## src/rtl/wsg_pkg.sv

```systemverilog
package wsg_pkg;

  typedef struct packed {
    logic load;
    logic dec;
    logic clear;
  } cntCmd_t;

  typedef enum logic {
    ST_IDLE = 1'b0,
    ST_WAIT = 1'b1
  } wsgState_t;

  // Wait length in nanoseconds for each select code.
  function automatic int nsForCode(input logic [2:0] code);
    case (code)
      3'd0:    return 0;
      3'd1:    return 50;
      3'd2:    return 100;
      3'd3:    return 200;
      3'd4:    return 400;
      3'd5:    return 800;
      3'd6:    return 1650;
      default: return 3160;
    endcase
  endfunction

  // Rounded to whole clocks.
  function automatic int cyclesForCode(input logic [2:0] code, input int periodNs);
    return (nsForCode(code) + periodNs / 2) / periodNs;
  endfunction

  function automatic int maxCycles(input int periodNs);
    int m;
    m = 0;
    for (int c = 0; c < 8; c++) begin
      if (cyclesForCode(3'(c), periodNs) > m) m = cyclesForCode(3'(c), periodNs);
    end
    return m;
  endfunction

endpackage

```

## src/rtl/wsg_ctrl.sv

```systemverilog
module wsg_ctrl
  import wsg_pkg::*;
#(
  parameter int SYNC_STAGES = 2,
  parameter int NUM_LINES   = 6,
  parameter int CNT_W       = 6
) (
  input  logic                 clk,
  input  logic                 rst_n,
  input  logic [NUM_LINES-1:0] rawN,      // {ce2N, ce1N, iowrN, iordN, weN, oeN}
  input  logic                 zeroDur,
  input  logic                 cntOne,
  input  logic [CNT_W-1:0]     cntVal,
  output cntCmd_t              cmd,
  output logic                 waitN
);

  localparam int STROBES = NUM_LINES - 2;

  logic [NUM_LINES-1:0] syncedN;
  logic                 accessNow;
  logic                 accessPrev;
  logic                 startPulse;
  wsgState_t            state, stateNext;

  // Per-line synchroniser, reset to the inactive (high) level.
  genvar gl;
  generate
    for (gl = 0; gl < NUM_LINES; gl++) begin : g_sync
      logic [SYNC_STAGES-1:0] pipe;
      always_ff @(posedge clk or negedge rst_n) begin
        if (!rst_n) pipe <= '1;
        else        pipe <= {pipe[SYNC_STAGES-2:0], rawN[gl]};
      end
      assign syncedN[gl] = pipe[SYNC_STAGES-1];
    end
  endgenerate

  assign accessNow  = (~syncedN[NUM_LINES-1] | ~syncedN[NUM_LINES-2]) & (|(~syncedN[STROBES-1:0]));
  assign startPulse = accessNow & ~accessPrev;

  always_ff @(posedge clk or negedge rst_n) begin
    if (!rst_n) accessPrev <= 1'b0;
    else        accessPrev <= accessNow;
  end

  always_comb begin
    stateNext = state;
    cmd       = '0;
    case (state)
      ST_IDLE: begin
        if (startPulse && !zeroDur) begin
          cmd.load  = 1'b1;
          stateNext = ST_WAIT;
        end
      end
      ST_WAIT: begin
        if (!accessNow || cntOne) begin
          cmd.clear = 1'b1;
          stateNext = ST_IDLE;
        end else begin
          cmd.dec = 1'b1;
        end
      end
      default: stateNext = ST_IDLE;
    endcase
  end

  always_ff @(posedge clk or negedge rst_n) begin
    if (!rst_n) state <= ST_IDLE;
    else        state <= stateNext;
  end

  assign waitN = (state != ST_WAIT);

  // a zero-length code never enters the wait state
  a_r6_zero_code_idle: assert property (@(posedge clk) disable iff (!rst_n)
    (state == ST_IDLE && startPulse && zeroDur) |=> (state == ST_IDLE));

  // losing the qualified strobe ends the wait on the next edge
  a_r7_early_release: assert property (@(posedge clk) disable iff (!rst_n)
    (state == ST_WAIT && !accessNow) |=> (state == ST_IDLE));

  // the counter in the datapath is live whenever a wait is held
  a_r3_count_live: assert property (@(posedge clk) disable iff (!rst_n)
    (state == ST_WAIT) |-> (cntVal != '0));

  // the last counted clock ends the wait
  a_r3_expiry: assert property (@(posedge clk) disable iff (!rst_n)
    (state == ST_WAIT && cntVal == CNT_W'(1)) |=> (state == ST_IDLE));

  // a running wait with the strobe still present is not restarted
  a_r8_hold_steady: assert property (@(posedge clk) disable iff (!rst_n)
    (state == ST_WAIT && accessNow && !cntOne) |=> (state == ST_WAIT && cntVal == $past(cntVal) - CNT_W'(1)));

endmodule

```

## src/rtl/wsg_datapath.sv

```systemverilog
module wsg_datapath
  import wsg_pkg::*;
#(
  parameter int CLK_PERIOD_NS = 50,
  parameter int CNT_W         = 6
) (
  input  logic             clk,
  input  logic             rst_n,
  input  logic [2:0]       selCode,
  input  cntCmd_t          cmd,
  output logic             zeroDur,
  output logic             cntOne,
  output logic [CNT_W-1:0] cntVal
);

  localparam int MAX_CYC = maxCycles(CLK_PERIOD_NS);

  logic [CNT_W-1:0] durLut [8];
  logic [CNT_W-1:0] cnt;

  genvar gc;
  generate
    for (gc = 0; gc < 8; gc++) begin : g_lut
      assign durLut[gc] = CNT_W'(cyclesForCode(3'(gc), CLK_PERIOD_NS));
    end
  endgenerate

  assign zeroDur = (durLut[selCode] == '0);

  always_ff @(posedge clk or negedge rst_n) begin
    if (!rst_n)         cnt <= '0;
    else if (cmd.load)  cnt <= durLut[selCode];
    else if (cmd.clear) cnt <= '0;
    else if (cmd.dec)   cnt <= cnt - CNT_W'(1);
  end

  assign cntOne = (cnt == CNT_W'(1));
  assign cntVal = cnt;

  // without a load request the count never grows
  a_r8_no_reload: assert property (@(posedge clk) disable iff (!rst_n)
    !cmd.load |=> (cnt <= $past(cnt)));

  // the count never exceeds the longest table entry
  a_r3_bound: assert property (@(posedge clk) disable iff (!rst_n)
    cnt <= CNT_W'(MAX_CYC));

  // after a load the count follows only the decrement path
  a_r9_code_latched: assert property (@(posedge clk) disable iff (!rst_n)
    (cmd.dec && !cmd.load) |=> (cnt == $past(cnt) - CNT_W'(1)));

endmodule

```

## src/rtl/wait_state_gen.sv

```systemverilog
module wait_state_gen
  import wsg_pkg::*;
#(
  parameter int CLK_PERIOD_NS = 50,
  parameter int SYNC_STAGES   = 2,
  parameter int SEL_LO_POS    = 2,
  parameter int SEL_HI_POS    = 7
) (
  input  logic       clk,
  input  logic       rst_n,
  input  logic       oeN,
  input  logic       weN,
  input  logic       iordN,
  input  logic       iowrN,
  input  logic       ce1N,
  input  logic       ce2N,
  input  logic [7:0] ctrlReg,
  input  logic       floatOut,
  output logic       waitN,
  output logic       waitOe
);

  localparam int CNT_W     = $clog2(maxCycles(CLK_PERIOD_NS) + 1);
  localparam int NUM_LINES = 6;

  logic [2:0]       selCode;
  logic             unusedCtrl;
  cntCmd_t          cmd;
  logic             zeroDur;
  logic             cntOne;
  logic [CNT_W-1:0] cntVal;

  assign selCode    = {ctrlReg[SEL_HI_POS], ctrlReg[SEL_LO_POS+1], ctrlReg[SEL_LO_POS]};
  assign unusedCtrl = ^{ctrlReg[6:4], ctrlReg[1:0]};

  wsg_ctrl #(
    .SYNC_STAGES(SYNC_STAGES),
    .NUM_LINES  (NUM_LINES),
    .CNT_W      (CNT_W)
  ) ctrl_i (
    .clk    (clk),
    .rst_n  (rst_n),
    .rawN   ({ce2N, ce1N, iowrN, iordN, weN, oeN}),
    .zeroDur(zeroDur),
    .cntOne (cntOne),
    .cntVal (cntVal),
    .cmd    (cmd),
    .waitN  (waitN)
  );

  wsg_datapath #(
    .CLK_PERIOD_NS(CLK_PERIOD_NS),
    .CNT_W        (CNT_W)
  ) dp_i (
    .clk    (clk),
    .rst_n  (rst_n),
    .selCode(selCode),
    .cmd    (cmd),
    .zeroDur(zeroDur),
    .cntOne (cntOne),
    .cntVal (cntVal)
  );

  assign waitOe = ~floatOut;

endmodule

```

## config.mk

```make
export PLATFORM = sky130hd
export DESIGN_NAME = wait_state_gen
export DESIGN_NICKNAME = d
export VERILOG_FILES = /design/src/rtl/wsg_pkg.sv /design/src/rtl/wsg_ctrl.sv /design/src/rtl/wsg_datapath.sv /design/src/rtl/wait_state_gen.sv
export SDC_FILE = /design/constraint.sdc
export NUM_CORES = 1
export LEC_CHECK = 0
export BUFFER_PORTS_ARGS = -buffer_cell sky130_fd_sc_hd__buf_2
export CELL_PAD_IN_SITES_DETAIL_PLACEMENT = 2
export CELL_PAD_IN_SITES_GLOBAL_PLACEMENT = 2
export CORE_ASPECT_RATIO = 0.8
export CORE_MARGIN = 4
export CORE_UTILIZATION = 27
export DETAILED_ROUTE_END_ITERATION = 10
export GPL_TIMING_DRIVEN = 0
export PLACE_DENSITY = 0.64
export SKIP_LAST_GASP = 1
export SLEW_MARGIN = 0
export SYNTH_ARGS = -nofsm -noshare
export SYNTH_HDL_FRONTEND = slang
export SYNTH_HIERARCHICAL = 1
export SYNTH_SLANG_ARGS = --single-unit
```

## constraint.sdc

```tcl
create_clock -name clk -period 4.8 [get_ports clk]
set_input_delay 1.44 -clock clk [delete_from_list [all_inputs] [get_ports clk]]
set_output_delay 1.44 -clock clk [all_outputs]
set_load 0.01 [all_outputs]
```

==> flow_summary_export.csv, run 1 <==
group,metric,value,unit
run_status,outcome,"finished clean",
sta,fin_crit,3.65,ns
synthesis,ys.flop_type,"dfstp_2",
global_routing,grt_use_total,0.101,
critical_path,startpoint_type,"primary input",
hold_path,min_path_type,"reg -> reg",
synthesis,yosysTopAreaCellShare,0.333,
cells_and_area,fin_util,0.343,
placed_design,finalWeightedCongestion,0.796,
route,drc,0,
clock_network,cts.sinks,20,
placed_design,dp_slack,0.853,ns
route,vias,631,
sta,layout_setup_ws,1.15,ns
cells_and_area,register_area,515,sq um
route,wl,1.97,mm
cells_and_area,antennaDiodeCount,0,
critical_path,crit_path_cell_trace,"buf_2, inv_1, ha_1, o31a_1, nor4_1, or3_4, nor3_1, buf_6, nor3_1, a21oi_1, o2bb2a_4",
critical_path,cp_max_fo,10,
clock_network,clk_latency,0.26,ns
sta,fmax,274,MHz
critical_path,path_class,"in -> reg",
global_routing,globalRouteOverflowTotal,0,
global_routing,grt_pass1_wl,3.29,mm
synthesis,yosys_warnings,6,
critical_path,r2r_cells,8,
sta,relSlewSlack,0.654,
sta,finClkSkew,0.00856,ns
synthesis,yosysTopAreaCell,"dfstp_2",
placed_design,port-buffer-count,13,
synthesis,postSynthAreaPerCell,12.4,sq um
synthesis,syn_area,946,sq um
critical_path,required,4.94,ns
critical_path,max_stage_delay,0.43,ns
synthesis,async_flop_share,1.00,
sta,hold_violations,0,
critical_path,crit_top_cell,"nor3_1",
route,drtAntennaViolNets,0,
critical_path,critical_path.startpoint,"ctrlReg[2]",
pwr,p_leak,0.000489,uW
global_routing,antenna_found_initial,0,
sta,slew_violations,0,
clock_network,clockRootBuffer,"clkbuf_8",
global_routing,grt_max_degree,21,
floorplanning,core,3220,sq um
clock_network,cts_tree,"yes",
floorplanning,pin_count,19,
clock_network,path_clk_slew,0.07,ns
synthesis,synthesis.nets,98,
critical_path,slowest_stage,"nor4_1",
global_routing,grt_pass1_vias,694,
sta,rsz0062_at_grt,"no",
clock_network,clk_path_buf_depth,2,
sta,setup_viol,0,
run,maxCapViolCount,0,
floorplanning,die_area,4520,sq um
placed_design,dp_hpwl,1.52,mm
sta,tightest_slew,0.514,ns
critical_path,path_buf_inv,3,
critical_path,regToRegStartpoint,"dp_i/cntVal[2]$_DFFE_PN0P_",
critical_path,worstSetupEndpointType,"register",
critical_path,cp.arrival,3.79,ns
sta,tns,0,ns
floorplanning,rows,18,
clock_network,numCtsBuffers,3,
cells_and_area,fin_nets,116,
route,drt-pass1-iter-count,4,
synthesis,netlist_instances,76,
cells_and_area,area_delta_synth_final,16.9,%
route,drtIter0Drc,11,
floorplanning,die_w,74.2,um
route,routedWlPerCell,14.8,um
synthesis,synth_cell_types,33,
synthesis,yosys-top-cells-area,"dfstp_2 (33%), dfrtp_1 (21%), ha_1 (6.6%)",
hold_path,hold_start,"ctrl_i/g_sync[0].pipe[0]$_DFF_PN1_",
cells_and_area,drive_gt1_frac,0.473,
critical_path,path_depth,11,
synthesis,synth_edf_count,0,
clock_network,hold_buffers,0,
pwr,irDropWorstVdd,0.000226,V
clock_network,htree_levels,1,
floorplanning,die_h,60.9,um
critical_path,path_delay_family,"simple AND/OR/NAND/NOR gates",
synthesis,ys_seq_area_frac,0.545,
clock_network,cts_setup_buffers,0,
sta,min_period_over_period,0.760,
synthesis,synth-seq-cells,20,
cells_and_area,fill_cells,365,
floorplanning,start_util,0.294,
clock_network,cts_resized,0,
pwr,p_per_area,482,nW/um^2
route,routed_via_density,4.74,
hold_path,whs_path_depth,0,
cells_and_area,multiInputGateArea,392,sq um
[per-stage QoR]
| stage | power, uW | hold slack [ns] | instance area [sq um] | cells |
|---|---|---|---|---|
| final | 533 | 0.348 | 1110 | 133 |
| after global placement | 418 | 0.346 | 1060 | 129 |
| after floorplan | 371 | 0.345 | 946 | 76 |
| after global routing | 578 | 0.360 | 1110 | 133 |
| after detailed placement | 426 | 0.348 | 1060 | 129 |
| after CTS | 543 | 0.349 | 1110 | 133 |
[Yosys cell counts, types with 2 or more instances]
cell,number
and3_2,2
dfrtp_1,8
and4_1,2
a21oi_1,2
a22o_2,3
o31a_1,2
dfstp_2,12
ha_1,5
nand3_1,2
o21ai_1,2
mux2_2,2
nand2_1,2
a211oi_2,2
nor3_1,4
inv_1,6
nor2_1,3
[final timing paths]
kind / to / slack, ns
worst max register to register: dp_i/cntVal[3]$_DFFE_PN0P_ / 2.51
min in group asynchronous: dp_i/cntVal[1]$_DFFE_PN0P_ / 1.12
worst max-delay path: dp_i/cntVal[3]$_DFFE_PN0P_ / 1.15
max in group asynchronous: ctrl_i/g_sync[5].pipe[1]$_DFF_PN1_ / 3.34
worst min-delay path: ctrl_i/g_sync[0].pipe[1]$_DFF_PN1_ / 0.35
worst min register to register: ctrl_i/g_sync[0].pipe[1]$_DFF_PN1_ / 0.35
[where the power goes]
part | leakage [uW] | internal (uW) | switching [uW] | total (uW)
logic | 0.000240 | 92.5 | 97.2 | 190
registers | 0.000227 | 205 | 29.1 | 234
clock network | 0.0000228 | 59.0 | 50.3 | 109
[worst reg2reg max path: stages, from the launching register on]
cell      delay, ns
dfrtp_1        0.42
nor3_1         0.47
and3b_1        0.26
or2b_1         0.14
nor3_1         0.06
buf_2          0.18
nor3_1         0.31
a21oi_1        0.10
o2bb2a_4       0.23
[flip-flops by register name, summed over array words and instances, names as in the netlist]
name / flops
ctrl_i/accessPrev: 1
ctrl_i/state: 1
ctrl_i/g_sync.pipe: 12
dp_i/cntVal: 6
[placed cells by master, fill, tap and decap left out, drive strengths merged, types with 2 or more instances in the layout]
| master | Yosys | routed |
|---|---|---|
| inv | 6 | 6 |
| ha | 5 | 5 |
| dfstp | 12 | 12 |
| a211oi | 3 | 3 |
| a21oi | 2 | 2 |
| nand3 | 2 | 2 |
| nor2 | 4 | 4 |
| mux2 | 2 | 2 |
| nand2 | 2 | 2 |
| and4 | 2 | 2 |
| o21ai | 3 | 3 |
| o31a | 2 | 2 |
| buf | 2 | 15 |
| nor3 | 4 | 4 |
| dfrtp | 8 | 8 |
| or3 | 2 | 2 |
| clkbuf | 0 | 4 |
| a22o | 3 | 3 |
| and3 | 2 | 2 |
[cells by family after synthesis]
group                    Yosys count  synth area share
buffers and inverters              8            0.0410
AND/OR/NAND/NOR                   23             0.153
AO/OA/AOI/OAI                     16             0.152
adder cells (fa/ha/maj)            5            0.0661
multiplexers                       2            0.0238
flip-flops                        20             0.545
XOR/XNOR                           2            0.0185
[per-layer routing]
layer | track usage | up-vias | routed length (um) | share of wire
met3 | 0.0397 | 2 | 83 | 0.042
met1 | 0.131 | 310 | 951 | 0.48
li1 | - | 308 | - | -
met2 | 0.152 | 11 | 919 | 0.47
met5 | 0 | - | 0 | 0
met4 | 0.0388 | 0 | 12 | 0.0061
[cell type report]
| cell class | instances | area share |
|---|---|---|
| Sequential cell | 20 | 0.466 |
| Multi-Input combinational cell | 48 | 0.354 |
| Timing Repair Buffer | 13 | 0.0588 |
| Tap cell | 40 | 0.0452 |
| Clock buffer | 4 | 0.0407 |
| Inverter | 6 | 0.0204 |
| Buffer | 2 | 0.0147 |
Note: power is estimated with default switching activity, not from simulation.
==> run 2, diff against run 1 <==
- PLACE_DENSITY: 0.64 -> 0.66
- clock period: 4.8 -> 3 ns (I/O delays scaled with it)
==> run 2 against run 1 <==
Against the previous run: cell count unchanged; wire length increased by 5.4%; die area unchanged; sequential power increased by 61%; critical path depth unchanged; utilization increased by 0.78 points; critical path type unchanged; critical endpoint is now dp_i/cntVal[5]$_DFFE_PN0P_.
==> flow_summary_export.csv, run 2 (same netlist as run 1, synthesis figures left out) <==
group,metric,value,unit
critical_path,cp_max_fo,10,
pwr,clkPwrFrac,0.222,
sta,min_period_over_period,0.953,
pwr,p_per_area,783,nW/um^2
global_routing,grt_pass1_wl,3.59,mm
cells_and_area,final_cell_mix,"buf_2 (14), dfstp_2 (12), dfrtp_1 (8)",
pwr,p_leak,0.000498,uW
critical_path,path_delay_family,"simple AND/OR/NAND/NOR gates",
floorplanning,rows,18,
cells_and_area,layout_commonest_cell,"buf_2",
pwr,p_int,594,uW
placed_design,place_inst,129,
critical_path,critical_path.startpoint,"ctrlReg[2]",
global_routing,antenna_found_initial,0,
cells_and_area,fin_nets,116,
pwr,seqPwrFrac,0.425,
run,maxCapViolCount,0,
placed_design,finalWeightedCongestion,0.806,
critical_path,regToRegStartpoint,"dp_i/cntVal[2]$_DFFE_PN0P_",
floorplanning,die_w,74.2,um
route,wl,2.07,mm
cells_and_area,fin_cells,133,
clock_network,cts_tree,"yes",
clock_network,path_clk_slew,0.07,ns
pwr,swShare,0.329,
sta,tns,0,ns
critical_path,required,3.13,ns
global_routing,grt_use_total,0.107,
sta,fmax,350,MHz
sta,slew_violations,0,
global_routing,grt_pass1_vias,761,
clock_network,clk_path_buf_depth,2,
clock_network,hold_buffers,0,
floorplanning,die_area,4520,sq um
cells_and_area,largest-register,"ctrl_i/g_sync.pipe",
hold_path,hold_start,"ctrl_i/g_sync[2].pipe[0]$_DFF_PN1_",
sta,relSlewSlack,0.627,
floorplanning,core,3220,sq um
critical_path,timing.rr.end,"dp_i/cntVal[3]$_DFFE_PN0P_",
clock_network,htree_levels,1,
critical_path,max_stage_delay,0.53,ns
pwr,p_comb_frac,0.353,
cells_and_area,area_delta_synth_final,19.6,%
cells_and_area,largest_reg_flops,12,
clock_network,clk_latency,0.25,ns
hold_path,min_path_type,"reg -> reg",
sta,rsz0062_at_grt,"no",
global_routing,grt_max_degree,21,
floorplanning,pin_count,19,
route,drtIter0Drc,15,
run_status,outcome,"finished clean",
critical_path,slowest_stage,"or4_4",
critical_path,path_buf_inv,3,
clock_network,cts_setup_buffers,0,
floorplanning,die_h,60.9,um
pwr,irDropWorstVdd,0.000404,V
route,vias,648,
critical_path,path_class,"in -> reg",
route,routedWlPerCell,15.6,um
pwr,power.switching,291,uW
critical_path,path_depth,11,
route,drtAntennaViolNets,0,
route,drc,0,
critical_path,crit_path_cell_trace,"buf_2, inv_1, ha_1, o31a_1, nor4_4, or3_4, nor3_1, buf_6, or4_4, o21ai_2, a211oi_2",
clock_network,clockRootBuffer,"clkbuf_8",
placed_design,dp_hpwl,1.60,mm
sta,setup_viol,0,
critical_path,rrSetupSlack,0.72,ns
global_routing,globalRouteOverflowTotal,0,
critical_path,cp.arrival,2.99,ns
critical_path,r2r_cells,8,
cells_and_area,antennaDiodeCount,0,
critical_path,startpoint_type,"primary input",
placed_design,port-buffer-count,13,
clock_network,cts_resized,0,
sta,fin_crit,2.86,ns
cells_and_area,fill_cells,347,
clock_network,numCtsBuffers,3,
cells_and_area,drive_gt1_frac,0.495,
sta,hold_violations,0,
sta,tightest_slew,0.555,ns
hold_path,hold_end,"ctrl_i/g_sync[2].pipe[1]$_DFF_PN1_",
route,drt-pass1-iter-count,4,
critical_path,worstSetupEndpointType,"register",
clock_network,cts.sinks,20,
sta,finClkSkew,0.00650,ns
route,routed_via_density,4.87,
floorplanning,start_util,0.294,
hold_path,whs_path_depth,0,
[run 2: how the worst max path moves through the flow]
stage                                  to  slack (ns)
2_1_floorplan  dp_i/cntVal[5]$_DFFE_PN0P_        0.16
3_3_place_gp   dp_i/cntVal[3]$_DFFE_PN0P_       -0.29
3_5_place_dp   dp_i/cntVal[5]$_DFFE_PN0P_       -0.26
4_1_cts        dp_i/cntVal[5]$_DFFE_PN0P_       0.004
5_1_grt        dp_i/cntVal[5]$_DFFE_PN0P_        0.03
6_report       dp_i/cntVal[5]$_DFFE_PN0P_        0.14
[run 2: final cells by class]
class,count,area [sq um],area share
multi-input cells,48,407,0.360
plain buffers,2,16.3,0.0144
inverters,6,22.5,0.0199
repair buffers,13,65.1,0.0575
flip-flops and latches,20,515,0.456
clock buffers,4,55.1,0.0487
well taps,40,50.0,0.0442
[run 2: power by group through the flow]
stage	clock (uW)	sequential [uW]	combinational, uW
finish	196	377	313
global placement	0	376	292
detailed placement	0	383	310
CTS	205	378	312
global route	222	389	352
floorplan	0	365	228
[run 2: through the flow]
step	hold slack [ns]	setup WS, ns	power, uW	util	area, sq um
6_report	0.351	0.142	886	0.351	1130
2_1_floorplan	0.345	0.158	593	-	946
3_3_place_gp	0.347	-0.288	668	0.329	1060
5_1_grt	0.361	0.0266	963	0.351	1130
4_1_cts	0.358	0.00382	895	0.347	1120
3_5_place_dp	0.347	-0.264	693	0.329	1060
[run 2: per-layer routing]
layer,up-vias,share of wire,global-route usage
met1,328,0.46,0.133
met5,-,0,0
li1,308,-,-
met2,10,0.50,0.186
met4,0,0.0096,0.0233
met3,2,0.028,0.0298
